### config.mk
export PLATFORM = sky130hd
export DESIGN_NAME = mw_eeprom_frontend
export DESIGN_NICKNAME = d
export VERILOG_FILES = /design/src/rtl/mw_pkg.sv /design/src/rtl/mw_pin_sync.sv /design/src/rtl/mw_cmd_decode.sv /design/src/rtl/mw_read_path.sv /design/src/rtl/mw_eeprom_frontend.sv
export SDC_FILE = /design/constraint.sdc
export NUM_CORES = 1
export LEC_CHECK = 0
export CAP_MARGIN = 20
export CORE_MARGIN = 5
export CORE_UTILIZATION = 55
export CTS_BUF_LIST = sky130_fd_sc_hd__clkbuf_2
export CTS_CLUSTER_SIZE = 16
export DETAILED_ROUTE_END_ITERATION = 6
export DONT_BUFFER_PORTS = 1
export PLACE_DENSITY_LB_ADDON = 0.12
export SLEW_MARGIN = 10
export SYNTH_ARGS = -nofsm -noshare
export SYNTH_HDL_FRONTEND = slang
export SYNTH_SLANG_ARGS = --single-unit
### constraint.sdc
create_clock -name clk -period 6.4 [get_ports clk]
set_clock_uncertainty 0.1 [all_clocks]
set_input_delay 0 -clock clk [delete_from_list [all_inputs] [get_ports clk]]
set_output_delay 0 -clock clk [all_outputs]
set_load 0.05 [all_outputs]
### src/rtl/mw_pkg.sv
package mw_pkg;

    typedef enum logic [2:0] {
        ST_IDLE,
        ST_ARMED,
        ST_OPC,
        ST_ADR,
        ST_DAT,
        ST_RD,
        ST_HOLD,
        ST_SPENT
    } mw_state_e;

    typedef enum logic [2:0] {
        CMD_READ,
        CMD_WRITE,
        CMD_ERASE,
        CMD_ERAL,
        CMD_WRAL,
        CMD_EWEN,
        CMD_EWDS
    } mw_cmd_e;

    typedef enum logic [1:0] {
        REQ_WRITE = 2'd0,
        REQ_ERASE = 2'd1,
        REQ_ERAL  = 2'd2,
        REQ_WRAL  = 2'd3
    } mw_req_e;

endpackage

### src/rtl/mw_pin_sync.sv
module mw_pin_sync (
    input  logic clk,
    input  logic rst_n,
    input  logic cs_i,
    input  logic sk_i,
    input  logic di_i,
    output logic cs_o,
    output logic sk_o,
    output logic di_o,
    output logic cs_rise_o,
    output logic sk_rise_o
);

    typedef struct packed {
        logic cs;
        logic sk;
        logic di;
        logic cs_p;
        logic sk_p;
    } pins_t;

    pins_t r_q, r_d;

    always_comb begin
        r_d      = r_q;
        r_d.cs   = cs_i;
        r_d.sk   = sk_i;
        r_d.di   = di_i;
        r_d.cs_p = r_q.cs;
        r_d.sk_p = r_q.sk;
    end

    always_ff @(posedge clk or negedge rst_n) begin
        if (!rst_n) begin
            r_q <= '0;
        end else begin
            r_q <= r_d;
        end
    end

    assign cs_o      = r_q.cs;
    assign sk_o      = r_q.sk;
    assign di_o      = r_q.di;
    assign cs_rise_o = r_q.cs & ~r_q.cs_p;
    assign sk_rise_o = r_q.sk & ~r_q.sk_p;

    // A sampled rising edge means the previous sample was low.
    p_sk_edge_r1: assert property (@(posedge clk) disable iff (!rst_n)
        sk_rise_o |=> !sk_rise_o);

endmodule

### src/rtl/mw_cmd_decode.sv
module mw_cmd_decode
    import mw_pkg::*;
(
    input  logic [1:0] op_i,
    input  logic [1:0] top_word_i,
    input  logic [1:0] top_byte_i,
    input  logic       byte_mode_i,
    output mw_cmd_e    cmd_o
);

    logic [1:0] sel;

    always_comb begin
        sel = byte_mode_i ? top_byte_i : top_word_i;
        unique case (op_i)
            2'b10: cmd_o = CMD_READ;
            2'b01: cmd_o = CMD_WRITE;
            2'b11: cmd_o = CMD_ERASE;
            default: begin
                unique case (sel)
                    2'b11:   cmd_o = CMD_EWEN;
                    2'b00:   cmd_o = CMD_EWDS;
                    2'b10:   cmd_o = CMD_ERAL;
                    default: cmd_o = CMD_WRAL;
                endcase
            end
        endcase
    end

endmodule

### src/rtl/mw_read_path.sv
module mw_read_path #(
    parameter int WORD_ADDR_W = 6,
    parameter int WORD_W      = 16
) (
    input  logic                   clk,
    input  logic                   rst_n,
    input  logic                   byte_mode_i,
    input  logic                   abort_i,
    input  logic                   start_i,
    input  logic [WORD_ADDR_W:0]   start_addr_i,
    input  logic                   step_i,
    output logic                   mem_rd_o,
    output logic [WORD_ADDR_W:0]   mem_addr_o,
    input  logic [WORD_W-1:0]      mem_rdata_i,
    output logic                   do_o
);

    localparam int BYTE_ADDR_W = WORD_ADDR_W + 1;
    localparam int BYTE_W      = WORD_W / 2;
    localparam int CNT_W       = $clog2(WORD_W);

    typedef struct packed {
        logic [BYTE_ADDR_W-1:0] addr;
        logic                   fetch;
        logic                   catch_;
        logic [WORD_W-1:0]      nxt;
        logic [WORD_W-1:0]      sh;
        logic [CNT_W-1:0]       cnt;
        logic                   dout;
    } rd_t;

    rd_t r_q, r_d;
    logic [WORD_W-1:0]      word_al;
    logic [BYTE_ADDR_W-1:0] addr_inc;

    always_comb begin
        r_d        = r_q;
        r_d.fetch  = 1'b0;
        r_d.catch_ = r_q.fetch;
        word_al    = byte_mode_i ? {r_q.nxt[BYTE_W-1:0], {BYTE_W{1'b0}}} : r_q.nxt;
        addr_inc   = r_q.addr + 1'b1;
        if (!byte_mode_i) begin
            addr_inc[BYTE_ADDR_W-1] = 1'b0;
        end
        if (r_q.catch_) begin
            r_d.nxt = mem_rdata_i;
        end
        if (abort_i) begin
            r_d.cnt   = '0;
            r_d.dout  = 1'b0;
            r_d.fetch = 1'b0;
        end else if (start_i) begin
            r_d.addr  = start_addr_i;
            r_d.fetch = 1'b1;
            r_d.cnt   = '0;
            r_d.dout  = 1'b0;
        end else if (step_i) begin
            if (r_q.cnt == '0) begin
                r_d.dout  = word_al[WORD_W-1];
                r_d.sh    = word_al << 1;
                r_d.cnt   = byte_mode_i ? CNT_W'(BYTE_W - 1) : CNT_W'(WORD_W - 1);
                r_d.addr  = addr_inc;
                r_d.fetch = 1'b1;
            end else begin
                r_d.dout = r_q.sh[WORD_W-1];
                r_d.sh   = r_q.sh << 1;
                r_d.cnt  = r_q.cnt - 1'b1;
            end
        end
    end

    always_ff @(posedge clk or negedge rst_n) begin
        if (!rst_n) begin
            r_q <= '0;
        end else begin
            r_q <= r_d;
        end
    end

    assign mem_rd_o   = r_q.fetch;
    assign mem_addr_o = r_q.addr;
    assign do_o       = r_q.dout;

    // Dummy bit is 0 and the bit counter is at a unit boundary.
    p_dummy_zero_r4: assert property (@(posedge clk) disable iff (!rst_n)
        (start_i && !abort_i) |=> (do_o == 1'b0 && r_q.cnt == '0));

    // Fetch strobe is a single cycle.
    p_fetch_single_r11: assert property (@(posedge clk) disable iff (!rst_n)
        mem_rd_o |=> !mem_rd_o);

    // In word mode the address stays inside the 6-bit space.
    p_word_range_r5: assert property (@(posedge clk) disable iff (!rst_n)
        (step_i && !byte_mode_i) |-> !r_q.addr[BYTE_ADDR_W-1]);

endmodule

### src/rtl/mw_eeprom_frontend.sv
module mw_eeprom_frontend
    import mw_pkg::*;
#(
    parameter int WORD_ADDR_W = 6,
    parameter int WORD_W      = 16
) (
    input  logic                   clk,
    input  logic                   rst_n,
    input  logic                   cs_i,
    input  logic                   sk_i,
    input  logic                   di_i,
    input  logic                   org_i,
    output logic                   do_o,
    output logic                   do_oe_o,
    output logic                   mem_rd_o,
    output logic [WORD_ADDR_W:0]   mem_addr_o,
    input  logic [WORD_W-1:0]      mem_rdata_i,
    output logic                   req_valid_o,
    output logic [1:0]             req_op_o,
    output logic [WORD_ADDR_W:0]   req_addr_o,
    output logic [WORD_W-1:0]      req_data_o
);

    localparam int BYTE_ADDR_W = WORD_ADDR_W + 1;
    localparam int BYTE_W      = WORD_W / 2;
    localparam int CNT_W       = $clog2(WORD_W);

    typedef struct packed {
        mw_state_e              st;
        logic [1:0]             op;
        logic [BYTE_ADDR_W-1:0] adr;
        logic [WORD_W-1:0]      dat;
        logic [CNT_W-1:0]       cnt;
        logic                   wen;
        mw_req_e                pkind;
        logic                   rq_v;
        mw_req_e                rq_op;
        logic [BYTE_ADDR_W-1:0] rq_adr;
        logic [WORD_W-1:0]      rq_dat;
    } fe_t;

    fe_t r_q, r_d;

    logic cs_s, sk_s, di_s, cs_rise, sk_rise;
    logic byte_mode;
    logic [BYTE_ADDR_W-1:0] adr_n;
    logic [CNT_W-1:0] alen_m1, dlen_m1;
    mw_cmd_e cmd;
    logic rd_start;
    logic rd_do;

    mw_pin_sync u_pins (
        .clk       (clk),
        .rst_n     (rst_n),
        .cs_i      (cs_i),
        .sk_i      (sk_i),
        .di_i      (di_i),
        .cs_o      (cs_s),
        .sk_o      (sk_s),
        .di_o      (di_s),
        .cs_rise_o (cs_rise),
        .sk_rise_o (sk_rise)
    );

    assign byte_mode = ~org_i;
    assign adr_n     = {r_q.adr[BYTE_ADDR_W-2:0], di_s};
    assign alen_m1   = byte_mode ? CNT_W'(BYTE_ADDR_W - 1) : CNT_W'(WORD_ADDR_W - 1);
    assign dlen_m1   = byte_mode ? CNT_W'(BYTE_W - 1) : CNT_W'(WORD_W - 1);

    mw_cmd_decode u_dec (
        .op_i        (r_q.op),
        .top_word_i  (adr_n[WORD_ADDR_W-1 -: 2]),
        .top_byte_i  (adr_n[BYTE_ADDR_W-1 -: 2]),
        .byte_mode_i (byte_mode),
        .cmd_o       (cmd)
    );

    always_comb begin
        r_d      = r_q;
        r_d.rq_v = 1'b0;
        rd_start = 1'b0;
        if (!cs_s) begin
            if (r_q.st == ST_HOLD && r_q.wen) begin
                r_d.rq_v   = 1'b1;
                r_d.rq_op  = r_q.pkind;
                r_d.rq_adr = r_q.adr;
                r_d.rq_dat = r_q.dat;
            end
            r_d.st = ST_IDLE;
        end else begin
            unique case (r_q.st)
                ST_IDLE: begin
                    if (cs_rise) begin
                        r_d.st = sk_s ? ST_SPENT : ST_ARMED;
                    end
                end
                ST_ARMED: begin
                    if (sk_rise && di_s) begin
                        r_d.st  = ST_OPC;
                        r_d.cnt = '0;
                        r_d.op  = '0;
                        r_d.adr = '0;
                        r_d.dat = '0;
                    end
                end
                ST_OPC: begin
                    if (sk_rise) begin
                        r_d.op = {r_q.op[0], di_s};
                        if (r_q.cnt == CNT_W'(1)) begin
                            r_d.st  = ST_ADR;
                            r_d.cnt = '0;
                        end else begin
                            r_d.cnt = r_q.cnt + 1'b1;
                        end
                    end
                end
                ST_ADR: begin
                    if (sk_rise) begin
                        r_d.adr = adr_n;
                        if (r_q.cnt == alen_m1) begin
                            r_d.cnt = '0;
                            unique case (cmd)
                                CMD_READ: begin
                                    r_d.st   = ST_RD;
                                    rd_start = 1'b1;
                                end
                                CMD_WRITE: begin
                                    r_d.st    = ST_DAT;
                                    r_d.pkind = REQ_WRITE;
                                end
                                CMD_WRAL: begin
                                    r_d.st    = ST_DAT;
                                    r_d.pkind = REQ_WRAL;
                                end
                                CMD_ERASE: begin
                                    r_d.st    = ST_HOLD;
                                    r_d.pkind = REQ_ERASE;
                                end
                                CMD_ERAL: begin
                                    r_d.st    = ST_HOLD;
                                    r_d.pkind = REQ_ERAL;
                                end
                                CMD_EWEN: begin
                                    r_d.st  = ST_SPENT;
                                    r_d.wen = 1'b1;
                                end
                                CMD_EWDS: begin
                                    r_d.st  = ST_SPENT;
                                    r_d.wen = 1'b0;
                                end
                                default: r_d.st = ST_SPENT;
                            endcase
                        end else begin
                            r_d.cnt = r_q.cnt + 1'b1;
                        end
                    end
                end
                ST_DAT: begin
                    if (sk_rise) begin
                        r_d.dat = {r_q.dat[WORD_W-2:0], di_s};
                        if (r_q.cnt == dlen_m1) begin
                            r_d.st = ST_HOLD;
                        end else begin
                            r_d.cnt = r_q.cnt + 1'b1;
                        end
                    end
                end
                ST_HOLD: begin
                    if (sk_rise) begin
                        r_d.st = ST_SPENT;
                    end
                end
                default: ;
            endcase
        end
    end

    always_ff @(posedge clk or negedge rst_n) begin
        if (!rst_n) begin
            r_q.st     <= ST_IDLE;
            r_q.op     <= '0;
            r_q.adr    <= '0;
            r_q.dat    <= '0;
            r_q.cnt    <= '0;
            r_q.wen    <= 1'b0;
            r_q.pkind  <= REQ_WRITE;
            r_q.rq_v   <= 1'b0;
            r_q.rq_op  <= REQ_WRITE;
            r_q.rq_adr <= '0;
            r_q.rq_dat <= '0;
        end else begin
            r_q <= r_d;
        end
    end

    mw_read_path #(
        .WORD_ADDR_W (WORD_ADDR_W),
        .WORD_W      (WORD_W)
    ) u_rd (
        .clk          (clk),
        .rst_n        (rst_n),
        .byte_mode_i  (byte_mode),
        .abort_i      (~cs_s),
        .start_i      (rd_start),
        .start_addr_i (adr_n),
        .step_i       (sk_rise && r_q.st == ST_RD),
        .mem_rd_o     (mem_rd_o),
        .mem_addr_o   (mem_addr_o),
        .mem_rdata_i  (mem_rdata_i),
        .do_o         (rd_do)
    );

    assign do_o        = rd_do;
    assign do_oe_o     = cs_s;
    assign req_valid_o = r_q.rq_v;
    assign req_op_o    = r_q.rq_op;
    assign req_addr_o  = r_q.rq_adr;
    assign req_data_o  = r_q.rq_dat;

    // No request leaves while the enable latch is clear.
    p_req_gated_r8: assert property (@(posedge clk) disable iff (!rst_n)
        req_valid_o |-> r_q.wen);

    // A request is a single-cycle pulse.
    p_req_pulse_r9: assert property (@(posedge clk) disable iff (!rst_n)
        req_valid_o |=> !req_valid_o);

    // Deselect returns the frame logic to idle.
    p_abort_idle_r10: assert property (@(posedge clk) disable iff (!rst_n)
        !cs_s |=> (r_q.st == ST_IDLE));

    // A read is only ever started with select asserted.
    p_read_selected_r4: assert property (@(posedge clk) disable iff (!rst_n)
        rd_start |-> do_oe_o);

endmodule

Word level (Yosys, flattened, before mapping)
Cells that the tools add are included. W data, S select, Z words.

Register bits: 112. Bits of input ports: 22. Output and inout port bits: 36. Word-level logic and storage cells: 144.

Add/sub/neg operators: 3. Equal/unequal tests: 36. Muxes and demuxes: 49. Bitwise gates (word level): 6. Reduce and logical (&&, ||, !) cells: 27.

Operators by type and width (number): $mux W26 (2); $mux W32 (1); $pmux W16 S2 (1); $mux W3 (10); $ne A3 B3 Y1 const B (9); $mux W8 (3); $mux W21 (1); $mux W20 (1); $mux W4 (5); $mux W5 (4); $eq A3 B3 Y1 const B (6); $pmux W3 S3 (2); $pmux W3 S6 (1); $mux W16 (1); $pmux W4 S4 (1); $mux W7 (2); $pmux W7 S2 (1); $eq A3 B2 Y1 const B (4); $reduce_and A4 Y1 (3); $reduce_bool A2 Y1 (6); $ne A2 B2 Y1 const B (5); $reduce_and A10 Y1 (1); $reduce_and A5 Y1 (2); $eq A2 B2 Y1 const B (4); other kinds (27) (45).

Longest topological paths before layout
Gate-level depths: netlist of the first run.

Word-level depth: 12. Mapped depth: 8. Gate-level depth less buffers: 7.

Cells and area by module
Synthesis of the first run repeated with hierarchy kept, for this count alone.

Cell total of the unflattened synthesis: 548. Area, all modules: 5472.7 sq um.

By module, submodules not included: mw_eeprom_frontend (times used 1, cells each 312, area each 2945.3 sq um, sequential area each 1526.5 sq um); mw_read_path (times used 1, cells each 219, area each 2301.0 sq um, sequential area each 1126.1 sq um); mw_pin_sync (times used 1, cells each 7, area each 152.6 sq um, sequential area each 125.1 sq um); mw_cmd_decode (times used 1, cells each 10, area each 73.8 sq um, sequential area each 0.0 sq um).

Least setup slack after synthesis of the first run
No wires, ideal clock.

Path kind: register to register. Start point: register r_q[58] in the netlist's numbering. End point: register r_q[58] in the netlist's numbering. Setup time: 126 ps. Arrival: 1955 ps. Required time: 6174 ps. Setup slack: 4219 ps. Stages on the path, launching flop included: 9. Buffers on the path: 1. Period minus slack after synthesis: 2181 ps. Path through: dfrtp_1 buf_2 inv_1 ha_1 nor2_1 a31o_2 nor4_2 nand2_1 o311a_1.

Longest elaborated chain between the ends: 3. Elaborated cells between the ends (all ways): 19. Those cells by class: eq/ne (15); mux (2); reduce/logical (2).

Ends and longest elaborated chain: start, declared (line mw_eeprom_frontend.sv:42) `fe_t r_q, r_d;`; start signal, assigned (line mw_eeprom_frontend.sv:192) `r_q <= r_d;`; $eq A3 B3 Y1 (tied with other cells) (line mw_eeprom_frontend.sv:91) `unique case (r_q.st)`; $ne A7 B7 Y1 (no source line) (tied with other cells); $reduce_and A10 Y1 (no source line) or $mux W3 (tied branches).

Several ways; a longest one is shown, not always the timed one. A chain may end at the register's enable or synchronous reset.

Worst setup path in the final report of the first run
Start point: register u_pins.r_q, in the netlist u_pins.cs_o. End point: register u_rd.r_q, in the netlist u_rd.mem_addr_o[6].

Longest elaborated chain between the ends: 3. Elaborated cells between the ends (all ways): 5. Those cells by class: mux (2); reduce/logical (3).

Ends and longest elaborated chain: start, declared (line mw_pin_sync.sv:22) `pins_t r_q, r_d;`; start signal, assigned (line mw_pin_sync.sv:37) `r_q <= r_d;`; $mux W1 (line mw_eeprom_frontend.sv:82) `if (!cs_s) begin`; $reduce_bool A2 Y1 (no source line); $reduce_and A3 Y1 (no source line); end signal, assigned (line mw_read_path.sv:76) `r_q <= r_d;`; end, declared (line mw_read_path.sv:32) `rd_t r_q, r_d;`.

Several ways; a longest one is shown, not always the timed one.

==> results.toml, run 1 <==
[sta]
fmax_mhz = 352
rsz0062_at_grt = "no"
fin_crit_sh_pct = 44.4
setup_slack_ns = 3.56
setup_viol = 0
maxSlewViolCount = 0
worst_pin_slew_ns = 1.05
fin_crit_ns = 2.84
fin_tns_setup_ns = 0
hold_viol_final = 0
relSlewSlack_pct = 29.9

[synth]
synth.largest_area_cell = "dfrtp_1"
synth_top_area_share_pct = 51.3
yosysWarnings = 0
syn_avg_cell_area_sq_um = 10.2
synth_edf_count = 0
yosys_most_used_dff = "dfrtp_1"
synth_area_sq_mm = 0.00542
syn_nets = 560
ys_seq_area_share_pct = 51.3
post-synth-top-count-cell = "dfrtp_1"
synth_area_leaders = "dfrtp_1 (51%), mux2_2 (8.1%), nand2_1 (6.2%)"
synthArstFlopShare_pct = 100
ys_types = 56
ys_ff_latch = 111
netlist_instances = 532
ys_top_cells_by_count = "dfrtp_1 (111), nand2_1 (89), o21ai_0 (46)"

[critical_path]
startpoint_type = "flop"
cp_max_fo = 15
required_ns = 6.84
crit_type = "flop to flop"
crit_arrival_ns = 3.28
critPathCaptureType = "flop"

[clock_tree]
cts_buffers = 9
cts_setup_buffers = 0
clk-insertion-delay-late_ns = 0.63
path_clk_slew_ns = 0.34
cts_buffer_depth = 2
cts_tree = "done"
htree_num_levels = 3
cts_sinks = 111
clockRootBuffer = "clkbuf_2"
ctsResizeCount = 0

[pwr]
pwr-share-clk_pct = 18.8
powerDensity_mw_per_mm2 = 316
seqPwrFrac_pct = 53.6
leakage_nw = 2.56
p_int_mw = 1.15
power_frac_comb_pct = 27.6
p_sw_mw = 0.710
ir_drop_mv = 0.203
swShare_pct = 38.3

[die]
die_w_um = 109
core_sq_mm = 0.00968
start_util_pct = 55.9
die_h_um = 109
dieArea_sq_mm = 0.0119
rows = 36
io_pins = 58

[grt]
track_usage_pct = 18.6
grt_max_degree = 112
grt_pass1_vias = 3562
antenna_found_initial = 0
grt_overflow = 0
grt_pass1_wl_mm = 17.5

[finish]
final_cell_area_sq_mm = 0.00588
area_growth_pct = 8.52
drive_above_1_share_pct = 15.4
final_cells = 672
n_antenna_cell = 0
layout.nets = 562

[placement]
io_buffer_count = 0
gp_congestion = 0.885
dpl-instance-area_sq_mm = 0.00525
dp_cells = 611
dp_hpwl_mm = 6.79
dp_slack_ns = 3.63

[routing]
wire_per_inst_um = 15.6
firstDrtPassIters = 4
wirelength_mm = 10.5
postRouteAntennaNets = 0
avgViaCountPerCell = 5.39
num_vias = 3620
drcViolationCount = 0
drt-initial-drc-count = 182

[outcome]
status = "completed"

[worst_hold_path]
holdCritPathClass = "primary input to flop"

[run]
maxCapViolCount = 0
[per-layer routing]
metal | global-route usage (%) | routed length, um | share of wire, %
met5 | 0 | 0 | 0
met4 | 6.06 | 148 | 1.4
met2 | 31.4 | 5180 | 50
met3 | 4.26 | 439 | 4.2
met1 | 23.8 | 4700 | 45
[registers in the layout, indices dropped and copies added, names as in the netlist]
| name | count |
|---|---|
| u_pins.sk_o | 1 |
| u_rd.r_q | 36 |
| u_rd.mem_rd_o | 1 |
| u_pins.di_o | 1 |
| u_pins.cs_o | 1 |
| req_addr_o | 7 |
| req_op_o | 2 |
| u_pins.r_q | 2 |
| adr_n | 6 |
| req_data_o | 16 |
| u_rd.mem_addr_o | 7 |
| r_q | 29 |
| req_valid_o | 1 |
| u_rd.do_o | 1 |
[placed cells by master (no fill, tap or decap), types with 9 or more instances in the layout]
cell / n
dfrtp_1: 111
nand3_1: 16
nor2_1: 33
mux2i_1: 10
inv_1: 12
nand2_1: 89
o21ai_0: 46
a21oi_1: 12
a31oi_1: 11
mux2_2: 39
clkbuf_2: 9
dlygate4sd3_1: 42
[stage by stage]
| stage | power [mW] | hold slack (ns) | utilization (%) |
|---|---|---|---|
| 2_1_floorplan | 1.35 | -0.396 | - |
| 3_3_place_gp | 1.42 | -0.390 | 54.1 |
| 3_5_place_dp | 1.43 | -0.392 | 54.2 |
| 4_1_cts | 1.86 | 0.179 | 60.7 |
| 5_1_grt | 1.98 | 0.160 | 60.7 |
| 6_report | 1.86 | 0.211 | 60.7 |
[critical path, stage by stage, from the launching register on]
cell and delay, ns:
dfrtp_1 1.00, nand3b_1 0.39, a2111oi_4 0.58, nand2b_2 0.34
o32ai_1 0.22, a31o_2 0.15
[power groups by stage]
stage / Combinational (mW) / Clock (mW) / Sequential, mW
after floorplan: 0.458 / 0 / 0.892
after CTS: 0.511 / 0.357 / 0.995
after global routing: 0.581 / 0.389 / 1.01
final: 0.513 / 0.349 / 0.995
after global placement: 0.412 / 0 / 1.00
after detailed placement: 0.423 / 0 / 1.01
[logic make-up after synthesis]
group	synth area share, %
AOI/OAI and AO/OA	12.6
xor gates and xnor gates	1.46
adders and majority gates	1.39
buffers and inverters	7.37
DFF	51.3
muxes	10.2
and+or+nand+nor	15.7
[final cells by class]
class                   count  area (sq um)
repair buffers             48           515
inverters                  12          45.0
clock inverters             7          88.8
flip-flops and latches    111          2780
well taps                 133           166
fillers                   792          3810
clock buffers               9          45.0
multi-input cells         352          2240
[final timing paths]
path / start / endpoint / slack (ns) / cells past startpoint
max in group asynchronous: rst_n / u_rd.r_q[9]$_DFFE_PN0P_ / 5.27 / 4
worst max register to register: u_pins.cs_o$_DFF_PN0_ / u_rd.mem_addr_o[6]$_DFFE_PN0P_ / 3.56 / 5
min in group asynchronous: rst_n / req_data_o[10]$_DFFE_PN0P_ / 0.42 / 4
worst min register to register: u_pins.sk_o$_DFF_PN0_ / u_pins.r_q[0]$_DFF_PN0_ / 0.40 / 0
worst max-delay path: u_pins.cs_o$_DFF_PN0_ / u_rd.mem_addr_o[6]$_DFFE_PN0P_ / 3.56 / 5
worst min-delay path: org_i / u_rd.r_q[13]$_DFFE_PN0P_ / 0.21 / 4
[repair_timing]
item | in CTS | in global routing
setup endpoints to repair | 0 | 0
hold endpoints to repair | 168 | 0
hold buffers | 45 | 0
Note: power is estimated with default switching activity, not from simulation.
==> inputs of run 2 (changes only) <==
==> constraint.sdc (replaced) <==
create_clock -name clk -period 2.6 [get_ports clk]
set_clock_uncertainty 0.1 [all_clocks]
set_input_delay 0 -clock clk [delete_from_list [all_inputs] [get_ports clk]]
set_output_delay 0 -clock clk [all_outputs]
set_load 0.05 [all_outputs]
==> run 2 against run 1 <==
Effect of this change: sequential cell count unchanged; cell count increased by 1.8%; sequential power increased by 130%; via count increased by 3.0%; largest cell class unchanged.
==> results.toml, run 2 (synthesis results as in run 1) <==
[routing]
drt-initial-drc-count = 227
postRouteAntennaNets = 0
drcViolationCount = 0
num_vias = 3727
firstDrtPassIters = 4
wirelength_mm = 10.9
avgViaCountPerCell = 5.45
wire_per_inst_um = 15.9

[sta]
fin_crit_sh_pct = 91.9
fmax_mhz = 418
hold_viol_final = 0
setup_slack_ns = 0.210
fin_crit_ns = 2.39
rsz0062_at_grt = "no"
relSlewSlack_pct = 53.0
setup_viol = 0
fin_tns_setup_ns = 0
maxSlewViolCount = 0
worst_pin_slew_ns = 0.687
holdWs_ns = 0.176

[die]
core_sq_mm = 0.00968
rows = 36
die_h_um = 109
die_w_um = 109
dieArea_sq_mm = 0.0119
start_util_pct = 55.9
io_pins = 58

[clock_tree]
htree_num_levels = 3
cts_buffer_depth = 2
cts_setup_buffers = 0
path_clk_slew_ns = 0.34
clockRootBuffer = "clkbuf_2"
cts_tree = "done"
cts_buffers = 9
cts_sinks = 111
clk-insertion-delay-late_ns = 0.64

[grt]
grt_overflow = 0
track_usage_pct = 19.4
grt_max_degree = 112
grt_pass1_wl_mm = 17.9
antenna_found_initial = 0
grt_pass1_vias = 3663

[critical_path]
crit_type = "flop to flop"
cp_max_fo = 15
crit_arrival_ns = 2.87
critPathCaptureType = "flop"
startpoint_type = "flop"
reg2reg_depth = 6
required_ns = 3.08

[placement]
gp_congestion = 0.895
io_buffer_count = 0
dp_cells = 624
dpl-instance-area_sq_mm = 0.00535
dp_hpwl_mm = 7.05
dp_slack_ns = 0.287

[finish]
largest_reg_flops = 36
final_cells = 684
regMostFlops = "u_rd.r_q"
drive_above_1_share_pct = 17.2
layout.nets = 574
n_antenna_cell = 0
final_cell_area_sq_mm = 0.00595
num-fill-cells = 808
layout_commonest_cell = "dfrtp_1"
final_cell_mix = "dfrtp_1 (111), nand2_1 (89), o21ai_0 (46)"
area_growth_pct = 9.86

[pwr]
swShare_pct = 38.0
p_int_mw = 2.88
powerDensity_mw_per_mm2 = 781
ir_drop_mv = 0.396
pwr-share-clk_pct = 18.3
seqPwrFrac_pct = 50.1
p_sw_mw = 1.77
power_frac_comb_pct = 31.6
leakage_nw = 2.61

[worst_hold_path]
holdPathStages = 4
holdCritPathClass = "primary input to flop"

[outcome]
status = "completed"

[run]
maxCapViolCount = 0
==> run 2: cell types whose count changed in the layout (fill, tap and decap cells not counted), sizes merged <==
cell    before  now
clkinv       1    2
buf          6   18
inv         18   17
==> run 2: routing by layer <==
layer	vias to the layer above	global-route usage (%)	wire length [um]
met5	-	0	0
met4	0	7.57	204
met3	15	2.96	455
met2	63	33.5	5520
met1	1802	24.4	4680
li1	1847	-	-
==> run 2: path summary, 6_finish.rpt <==
kind	slack, ns	from	to
max	0.21	r_q[59]$_DFFE_PN0P_	r_q[58]$_DFFE_PN0P_
min	0.18	org_i	u_rd.r_q[13]$_DFFE_PN0P_
max reg2reg	0.21	r_q[59]$_DFFE_PN0P_	r_q[58]$_DFFE_PN0P_
min reg2reg	0.39	u_pins.sk_o$_DFF_PN0_	u_pins.r_q[0]$_DFF_PN0_
max in group asynchronous	1.63	rst_n	u_pins.cs_o$_DFF_PN0_
min in group asynchronous	0.34	rst_n	r_q[36]$_DFFE_PN0P_
==> run 2: worst max-delay path, stage by stage (launching register included) <==
cell,delay [ns]
dfrtp_1,0.75
buf_4,0.26
nor2_1,0.07
a31o_2,0.25
nor4_2,0.45
nand2_1,0.10
o311a_1,0.36
==> run 2: cell type report <==
| class | instances | area, sq um | share of cell area, % |
|---|---|---|---|
| sequential | 111 | 2780 | 46.7 |
| tap | 133 | 166 | 2.80 |
| multi-input combinational | 352 | 2240 | 37.6 |
| clock buffer | 9 | 45.0 | 0.757 |
| inverter | 12 | 45.0 | 0.757 |
| timing repair buffer | 60 | 588 | 9.88 |
| clock inverter | 7 | 88.8 | 1.49 |
==> run 2: power groups by stage <==
stage | combinational (mW) | sequential [mW] | clock (mW)
6_report | 1.47 | 2.33 | 0.850
3_5_place_dp | 1.24 | 2.36 | 0
3_3_place_gp | 1.21 | 2.35 | 0
5_1_grt | 1.64 | 2.37 | 0.950
2_1_floorplan | 1.13 | 2.20 | 0
4_1_cts | 1.45 | 2.32 | 0.877
==> run 2: metrics by stage <==
stage	utilization (%)	power, mW
after global routing	61.4	4.96
after CTS	61.4	4.65
after detailed placement	55.2	3.59
final	61.4	4.65
after floorplan	-	3.32
after global placement	55.2	3.56
==> run 2: repair_timing <==
item                      CTS  global route
hold endpoints to repair  167             0
gates resized for setup     0             0
hold buffers               44             0
==> inputs of run 3 (changes only) <==
--- a/config.mk
+++ b/config.mk
@@ -7,7 +7,7 @@
 export LEC_CHECK = 0
 export CAP_MARGIN = 20
 export CORE_MARGIN = 5
-export CORE_UTILIZATION = 55
+export CORE_UTILIZATION = 60
 export CTS_BUF_LIST = sky130_fd_sc_hd__clkbuf_2
 export CTS_CLUSTER_SIZE = 16
 export DETAILED_ROUTE_END_ITERATION = 6
==> constraint.sdc (replaced) <==
create_clock -name clk -period 3.05 [get_ports clk]
set_clock_uncertainty 0.1 [all_clocks]
set_input_delay 0 -clock clk [delete_from_list [all_inputs] [get_ports clk]]
set_output_delay 0 -clock clk [all_outputs]
set_load 0.05 [all_outputs]
==> run 3 against run 2 <==
Effect of this change: power decreased by 17%; sequential share of layout area increased by 0.86 points; sequential power decreased by 12%; clock-buffer cell count unchanged; final area decreased by 1.8%; global-route usage increased by 0.41 points; wire length decreased by 3.5%; critical path depth increased by 1; via count increased by 0.62%; first-iteration DRC count decreased by 21%; critical path type unchanged; critical endpoint unchanged.
==> results.toml, run 3 (synthesis results as in run 1) <==
[sta]
maxSlewViolCount = 0
holdWs_ns = 0.242
relSlewSlack_pct = 44.6
fmax_mhz = 407
fin_crit_ns = 2.45
hold_viol_final = 0
rsz0062_at_grt = "no"
setup_viol = 0
worst_pin_slew_ns = 0.810
fin_tns_setup_ns = 0
fin_crit_sh_pct = 80.5

[routing]
avgViaCountPerCell = 5.77
num_vias = 3750
wirelength_mm = 10.5
drt-initial-drc-count = 179
firstDrtPassIters = 4
drcViolationCount = 0
postRouteAntennaNets = 0
wire_per_inst_um = 16.1

[finish]
fin_util_pct = 66.7
layout.nets = 565
num-fill-cells = 690
drive_above_1_share_pct = 15.9
multi_input_area_sq_mm = 0.00224
largest_reg_flops = 36
layout_commonest_cell = "dfrtp_1"
seqCellArea_sq_mm = 0.00278
area_growth_pct = 7.88
final_cells = 650
final_cell_mix = "dfrtp_1 (111), nand2_1 (89), o21ai_0 (46)"
regMostFlops = "u_rd.r_q"
n_antenna_cell = 0

[clock_tree]
path_clk_slew_ns = 0.35
cts_buffer_depth = 2
htree_num_levels = 3
cts_tree = "done"
cts_buffers = 9
clk-insertion-delay-late_ns = 0.58
clockRootBuffer = "clkbuf_2"
ctsResizeCount = 0
cts_sinks = 111

[critical_path]
crit_arrival_ns = 2.86
required_ns = 3.46
startpoint_type = "flop"
slowest_delay_ns = 0.70
cp_max_fo = 16
crit_slowest_cell = "dfrtp_1"
crit_type = "flop to flop"
worst-path-buf-inv = 1
path_delay_family = "flip-flops"
worstPathCellList = "inv_1 -> ha_1 -> nor2_1 -> a31o_2 -> nor4_2 -> nand2_1 -> o311a_1"
critPathCaptureType = "flop"

[pwr]
powerDensity_mw_per_mm2 = 660
leakage_nw = 2.56
ir_drop_mv = 0.382

[grt]
grt_pass1_wl_mm = 18.3
grt_pass1_vias = 3745
grt_overflow = 0
antenna_found_initial = 0
track_usage_pct = 19.8
grt_max_degree = 112

[die]
die_w_um = 105
io_pins = 58
die_h_um = 105
start_util_pct = 61.8
rows = 34
core_sq_mm = 0.00876
dieArea_sq_mm = 0.0110

[worst_hold_path]
holdCritPathClass = "primary input to flop"

[run]
maxCapViolCount = 0

[outcome]
status = "completed"

[placement]
gp_congestion = 0.878
io_buffer_count = 0
dp_cells = 590
dp_hpwl_mm = 6.84
-- run 3: layout make-up --
class	count	share of cell area, %
clock inverter	7	1.37
timing repair buffer	51	8.91
multi-input combinational	352	38.3
inverter	12	0.771
clock buffer	9	0.771
sequential	111	47.5
tap	108	2.31
-- run 3: worst paths after layout --
path	start	end	slack, ns	cells past startpoint
worst max-delay path	r_q[58]$_DFFE_PN0P_	r_q[58]$_DFFE_PN0P_	0.60	7
worst min-delay path	org_i	u_rd.r_q[7]$_DFFE_PN0P_	0.24	4
worst max register to register	r_q[58]$_DFFE_PN0P_	r_q[58]$_DFFE_PN0P_	0.60	7
worst min register to register	u_pins.sk_o$_DFF_PN0_	u_pins.r_q[0]$_DFF_PN0_	0.39	0
max in group asynchronous	rst_n	u_rd.r_q[32]$_DFFE_PN0P_	2.01	3
min in group asynchronous	rst_n	r_q[55]$_DFFE_PN0P_	0.40	3
-- run 3: worst register-to-register path, delay by kind of cell, from the launching register on --
kind / cells / cell delay, ns
and+or+nand+nor: 3 / 0.52
adders and majority gates: 1 / 0.32
DFF: 1 / 0.70
AOI/OAI and AO/OA: 2 / 0.56
buffers and inverters: 1 / 0.19
-- run 3: stage by stage --
stage	total power [mW]	instance area, sq um	setup slack (ns)
after floorplan	2.83	5420	0.869
after CTS	3.87	5840	0.602
after global routing	4.15	5840	0.346
after global placement	2.97	5250	0.726
final	3.86	5840	0.596
after detailed placement	3.01	5250	0.630
-- run 3: report_power, final --
| group | switching [mW] | total (mW) | internal [mW] | leakage, nW |
|---|---|---|---|---|
| clock network | 0.536 | 0.682 | 0.147 | 0.0729 |
| logic | 0.565 | 1.12 | 0.559 | 1.09 |
| registers | 0.350 | 2.05 | 1.70 | 1.39 |
-- run 3: timing repair --
item,CTS,global route
setup buffers,0,0
hold buffers,44,0
hold endpoints to repair,166,0
-- run 3: routing by layer --
| metal | GRT usage, % | part of all wire, % |
|---|---|---|
| met3 | 4.50 | 5.0 |
| met4 | 5.66 | 1.4 |
| met1 | 25.6 | 42 |
| met2 | 33.5 | 51 |
| met5 | 0 | 0 |
